**config.mk**
```make
export PLATFORM = sky130hd
export DESIGN_NAME = pmu_dual_counter
export DESIGN_NICKNAME = d
export VERILOG_FILES = /design/src/rtl/pmu_pkg.sv /design/src/rtl/pmu_evt_filter.sv /design/src/rtl/pmu_ctr_step.sv /design/src/rtl/pmu_dual_counter.sv
export SDC_FILE = /design/constraint.sdc
export NUM_CORES = 1
export LEC_CHECK = 0
export BUFFER_PORTS_ARGS = -buffer_cell sky130_fd_sc_hd__buf_2
export CAP_MARGIN = 5
export CELL_PAD_IN_SITES_DETAIL_PLACEMENT = 2
export CELL_PAD_IN_SITES_GLOBAL_PLACEMENT = 2
export CORE_ASPECT_RATIO = 1.1
export CORE_MARGIN = 2
export CORE_UTILIZATION = 32
export DETAILED_ROUTE_END_ITERATION = 7
export PLACE_DENSITY_LB_ADDON = 0.3
export SETUP_SLACK_MARGIN = 0.4
export SLEW_MARGIN = 25
export SYNTH_ARGS = -nofsm -noshare
export SYNTH_HDL_FRONTEND = slang
export SYNTH_SLANG_ARGS = --single-unit
```
**constraint.sdc**
```tcl
create_clock -name clk -period 8.8 [get_ports clk]
set_clock_uncertainty 0.05 [all_clocks]
set_input_delay 1.76 -clock clk [delete_from_list [all_inputs] [get_ports clk]]
set_output_delay 1.76 -clock clk [all_outputs]
set_load 0.05 [all_outputs]
```
**src/rtl/pmu_pkg.sv**
```systemverilog
package pmu_pkg;
    localparam int NUM_CTR = 2;
    localparam int SEL_W   = 32;
    localparam int RD_W    = 64;
    localparam int LS_W    = 4;     // line-state qualifier bits per source

    // select-register field positions
    localparam int B_EDGE  = 18;
    localparam int B_INTEN = 20;
    localparam int B_EN    = 22;
    localparam int B_INV   = 23;

    localparam logic [1:0] A_SEL0 = 2'd0;
    localparam logic [1:0] A_CTR0 = 2'd2;

    // fixed event code carried by each source slot
    function automatic logic [7:0] src_code(input int k);
        case (k)
            0: return 8'h79;
            1: return 8'hC0;
            2: return 8'h2E;
            3: return 8'h28;
            4: return 8'h29;
            5: return 8'hC1;
            6: return 8'h10;
            7: return 8'h11;
            default: return 8'hFF;
        endcase
    endfunction

    function automatic logic src_is_cache(input int k);
        return (k >= 2) && (k <= 4);
    endfunction

    // counter placement restrictions
    function automatic logic code_allowed(input logic [7:0] code, input int idx);
        case (code)
            8'hC1, 8'h10, 8'h14: return idx == 0;
            8'h11, 8'h12, 8'h13: return idx == 1;
            default:             return 1'b1;
        endcase
    endfunction
endpackage

```
**src/rtl/pmu_evt_filter.sv**
```systemverilog
module pmu_evt_filter
    import pmu_pkg::*;
#(
    parameter int NSRC    = 8,
    parameter int INC_W   = 4,
    parameter int CTR_IDX = 0
) (
    input  logic [SEL_W-1:0]        sel,
    input  logic [NSRC*INC_W-1:0]   evt_inc,
    input  logic [NSRC*LS_W-1:0]    evt_state,
    input  logic                    prev_cond,
    output logic [INC_W-1:0]        add,
    output logic                    cond
);
    logic [7:0]       code, umask, cmask;
    logic             inv, edg, hit, cache, valid, thr;
    logic [INC_W-1:0] raw;
    logic             unused_sel;

    assign code  = sel[7:0];
    assign umask = sel[15:8];
    assign cmask = sel[31:24];
    assign inv   = sel[B_INV];
    assign edg   = sel[B_EDGE];
    assign unused_sel = ^{sel[22:19], sel[17:16], umask[7:4]};

    always_comb begin
        hit   = 1'b0;
        cache = 1'b0;
        raw   = '0;
        for (int k = 0; k < NSRC; k++) begin
            if (src_code(k) == code) begin
                hit   = 1'b1;
                cache = src_is_cache(k);
                raw   = cache ? INC_W'($countones(evt_state[k*LS_W +: LS_W] & umask[3:0]))
                              : evt_inc[k*INC_W +: INC_W];
            end
        end
        valid = hit && code_allowed(code, CTR_IDX) && !(cache && umask[3:0] == 4'd0);
        thr   = inv ? (32'(raw) <  32'(cmask))
                    : (32'(raw) >= 32'(cmask));
        cond  = valid && thr;
        if (!valid)
            add = '0;
        else if (cmask == 8'd0)
            add = raw;
        else
            add = INC_W'(edg ? (cond && !prev_cond) : cond);
    end
endmodule

```
**src/rtl/pmu_ctr_step.sv**
```systemverilog
module pmu_ctr_step #(
    parameter int CTR_W = 40,
    parameter int INC_W = 4
) (
    input  logic [CTR_W-1:0] cur,
    input  logic             load,
    input  logic [31:0]      wval,
    input  logic             count_en,
    input  logic [INC_W-1:0] add,
    input  logic             irq_cur,
    input  logic             int_en,
    output logic [CTR_W-1:0] nxt,
    output logic             irq_nxt
);
    localparam int EXT_W = CTR_W - 32;

    logic [CTR_W:0] sum;

    always_comb begin
        sum     = {1'b0, cur} + (CTR_W+1)'(add);
        nxt     = cur;
        irq_nxt = irq_cur;
        if (load) begin
            nxt     = {{EXT_W{wval[31]}}, wval};
            irq_nxt = 1'b0;
        end else if (count_en) begin
            nxt     = sum[CTR_W-1:0];
            irq_nxt = irq_cur | (sum[CTR_W] & int_en);
        end
    end
endmodule

```
**src/rtl/pmu_dual_counter.sv**
```systemverilog
module pmu_dual_counter
    import pmu_pkg::*;
#(
    parameter int NSRC  = 8,
    parameter int INC_W = 4,
    parameter int CTR_W = 40
) (
    input  logic                    clk,
    input  logic                    rst_n,
    input  logic [1:0]              reg_addr,
    input  logic                    reg_wr,
    input  logic [RD_W-1:0]         reg_wdata,
    output logic [RD_W-1:0]         reg_rdata,
    input  logic [NSRC*INC_W-1:0]   evt_inc,
    input  logic [NSRC*LS_W-1:0]    evt_state,
    output logic [NUM_CTR-1:0]      irq_o
);
    typedef struct packed {
        logic [NUM_CTR-1:0][SEL_W-1:0] sel;
        logic [NUM_CTR-1:0][CTR_W-1:0] ctr;
        logic [NUM_CTR-1:0]            irq;
        logic [NUM_CTR-1:0]            prev;
    } state_t;

    state_t s_q, s_d;

    logic [NUM_CTR-1:0][INC_W-1:0] add_w;
    logic [NUM_CTR-1:0]            cond_w;
    logic [NUM_CTR-1:0][CTR_W-1:0] ctr_nx;
    logic [NUM_CTR-1:0]            irq_nx;
    logic                          run;
    logic                          unused_hi;

    assign run       = s_q.sel[0][B_EN];
    assign unused_hi = ^reg_wdata[RD_W-1:32];

    generate
        for (genvar i = 0; i < NUM_CTR; i++) begin : g_ctr
            pmu_evt_filter #(
                .NSRC(NSRC), .INC_W(INC_W), .CTR_IDX(i)
            ) u_flt (
                .sel(s_q.sel[i]), .evt_inc(evt_inc), .evt_state(evt_state),
                .prev_cond(s_q.prev[i]), .add(add_w[i]), .cond(cond_w[i])
            );
            pmu_ctr_step #(
                .CTR_W(CTR_W), .INC_W(INC_W)
            ) u_step (
                .cur(s_q.ctr[i]),
                .load(reg_wr && (reg_addr == A_CTR0 + 2'(i))),
                .wval(reg_wdata[31:0]), .count_en(run), .add(add_w[i]),
                .irq_cur(s_q.irq[i]), .int_en(s_q.sel[i][B_INTEN]),
                .nxt(ctr_nx[i]), .irq_nxt(irq_nx[i])
            );
        end
    endgenerate

    always_comb begin
        s_d = s_q;
        for (int i = 0; i < NUM_CTR; i++) begin
            if (reg_wr && reg_addr == A_SEL0 + 2'(i))
                s_d.sel[i] = reg_wdata[SEL_W-1:0];
            s_d.ctr[i]  = ctr_nx[i];
            s_d.irq[i]  = irq_nx[i];
            s_d.prev[i] = cond_w[i];
        end
    end

    always_ff @(posedge clk) begin
        if (!rst_n) s_q <= '0;
        else        s_q <= s_d;
    end

    always_comb begin
        case (reg_addr)
            2'd0:    reg_rdata = RD_W'(s_q.sel[0]);
            2'd1:    reg_rdata = RD_W'(s_q.sel[1]);
            2'd2:    reg_rdata = RD_W'(s_q.ctr[0]);
            default: reg_rdata = RD_W'(s_q.ctr[1]);
        endcase
    end

    assign irq_o = s_q.irq;
endmodule

```
==> results.md <==
* Fin cells at 1632
* CTS Buf Count at 17
* Final wirelength at around 36 mm
* Die height at between 150 and 200 µm
* Global-route wire length before repair at 56.7 mm
* RSZ-0062 raised after global routing: false
* CTS Buffer Depth at 2
* Wire per inst at between 20 and 25 µm
* TritonRoute pass-1 iters at 6
* Via density at 5.65
* Synthesized flop and latch total at between 100 and 150
* Vias in the first global route at just under 10k
* Final Util at 37.1%
* F_max at 135 MHz
* Final Hold Fails at 0
* Gp weighted congestion at 0.878
* Share of cells above drive strength 1 at around 16%
* Hold WS at between 0.4 and 0.5 ns
* Area of the multi-input gates at 6150 µm²
* # hold bufs at CTS at 0
* Setup Buffers After CTS at 0
* Slew @ Worst Pin at 0.980 ns
* Clock root cell: clkbuf_16
* Largest net degree at the start of global routing at 72
* Worst vdd ir at between 0.1 and 0.15 mV
* FP Rows at between 60 and 70
* Worst EP required at roughly 9.1 ns
* # setup viols final at 0
* CTS tree: yes
* Leakage Power at ~4.1 nW
* Syn. warnings at 0
* Fin. max-slew vios at 0
* Synth top area share at 31.0%
* Post-synth top flop: dfxtp_1
* Min Tclk post-route at between 7 and 8 ns
* PnR Total Power at about 1.7 mW
* Crit path DAT at approximately 7.7 ns
* Vias at approximately 9.2k
* Diodes inserted at 0
* Core footprint at 29500 µm²
* Post-Syn Area at roughly 9600 µm²
* Die width at about 170 µm
* Crit path launch type: input pin
* Total die area at about 31000 µm²
* EDFF count, synth at 0
* DRC at 0
* Area Growth Syn to Fin at 14.5%
* Starting density of the core at about a third
* Worst hold path type: flop to flop
* Final Worst Setup Slack at about 1.4 ns
* Avg Cell Area, Syn at roughly 8.1 µm²
* Count leader, synth: nand2_1
* Synth area leaders: dfxtp_1 31%, mux4_2 7.3%, a21oi_1 7.1%
* Post-CTS Resized at 0
* Slew margin rel. at approximately a third
* # port buffers at 110
* Cell taking the most area after synthesis: dfxtp_1
* Placed Cells at 1600
* Setup tns final at 0 ns
* Outcome: completed
* Clk slew on worst S/H paths at around 0.06 ns
* Initial antenna violation count at 0
* Seq/Total Area, Yosys at between 30% and 40%
* Layout fillers at 3404
* CTS H-tree lvls at 4
* CTS sink cnt at roughly 150
* MaxCap Viol Count at 0
* Crit path max fanout at 5
* Tcrit/Tclk final at between 80 and 90%
* Total gr overflow at 0
* CP endpoint kind: flop
* DP Area at between 10000 and 15000 µm²
* Commonest cells in the synthesized netlist: 180 x nand2_1, 148 x dfxtp_1, 135 x a21oi_1
* Cells after synthesis at between 1k and 1.5k
* Worst-Skew Late Latency at ~0.44 ns
* Kind of critical path: input pin to flop
* Post-route cell area at 10900 µm²
* Count of cell types in the netlist at 77
* DP Worst Slack at 0.979 ns
* Initial DRC count at 370
* Pwr per Cell Area at 159 nW/µm²
* Final ANT Viol Nets at 0
* Storage cell area at 2960 µm²
* IO Count at roughly 200
* Asr flop ratio synth at 0%
* Gr usage total at 23.4%
* Nets at 1420
* Detailed placement HPWL at between 20 and 30 mm
-- where the power goes --
part	total, mW	leakage (nW)	internal (mW)	switching [mW]
combinational	0.254	2.61	0.0809	0.173
sequential	0.735	1.21	0.698	0.0366
clock	0.749	0.295	0.453	0.297
-- layer usage --
layer / share of wire (%) / track usage (%)
met4: 2.3 / 7.10
met2: 51 / 43.1
met1: 44 / 28.7
met5: 0 / 0
met3: 2.7 / 2.56
-- cell usage in the layout (no fill, tap or decap), types with 11 or more instances in the layout --
master     synthesis  final
nand2_1          180    180
dfxtp_1          148    148
a21oi_1          135    135
buf_2              0    110
o21ai_0           76     76
nor2_1            52     51
nand3_1           42     41
xor2_1            39     39
ha_1              34     34
and2_1            32     32
mux4_2            31     31
inv_1             26     26
nor3_1            26     26
conb_1             1     24
xnor2_1           23     23
mux2i_1           18     18
nor2b_1           18     18
nand4_1           17     17
clkbuf_16          0     17
buf_4             26     15
a211oi_1          14     14
and3_1            12     12
a31oi_1           11     11
-- kinds of logic (layout without fill, tap and decap cells) --
logic type	Yosys count	count (layout)	synth area share, %
simple gates	440	440	22.9
compound gates	307	307	18.9
flops	148	148	31.0
buf+inv	123	184	5.85
xor+xnor	62	62	5.68
mux	51	51	9.58
fa+ha+maj	42	42	6.13
other cells	1	24	0.0392
-- registers in the layout, indices dropped and copies added, names as in the netlist --
name / count
run: 1
s_q: 145
irq_o: 2
-- area by class of cell --
cell class                      instances  share of cell area (%)
Clock inverter                          9                   0.915
Multi-Input combinational cell        926                    56.2
Sequential cell                       148                    27.1
Tap cell                              374                    4.28
Timing Repair Buffer                  125                    6.06
Clock buffer                           23                    4.55
Inverter                               27                   0.926
-- critical path, cell delays in order --
cell,delay [ns]
buf_2,0.10
and2_1,0.15
ha_1,0.29
ha_1,0.21
fa_1,0.45
a22o_1,0.23
nand2_1,0.07
o21ai_0,0.14
o21ai_0,0.36
nand2_1,0.14
ha_1,0.31
nor2b_1,0.13
o21ai_0,0.21
a21oi_1,0.10
o21ai_0,0.18
mux2i_1,0.14
o32ai_1,0.35
ha_1,0.29
inv_1,0.07
fa_1,0.41
nor2b_1,0.14
o21a_1,0.23
or2_2,0.20
nor4b_1,0.56
a211oi_1,0.16
a311oi_1,0.28
-- final timing paths --
kind,startpoint,to,slack [ns],cells after the start
worst max-delay path,evt_state[14],s_q[76],1.41,26
worst min-delay path,s_q[99],s_q[99],0.41,2
worst max register to register,s_q[126],s_q[76],2.38,25
worst min register to register,s_q[99],s_q[99],0.41,2
No activity file was read; power rests on OpenSTA's default activity.
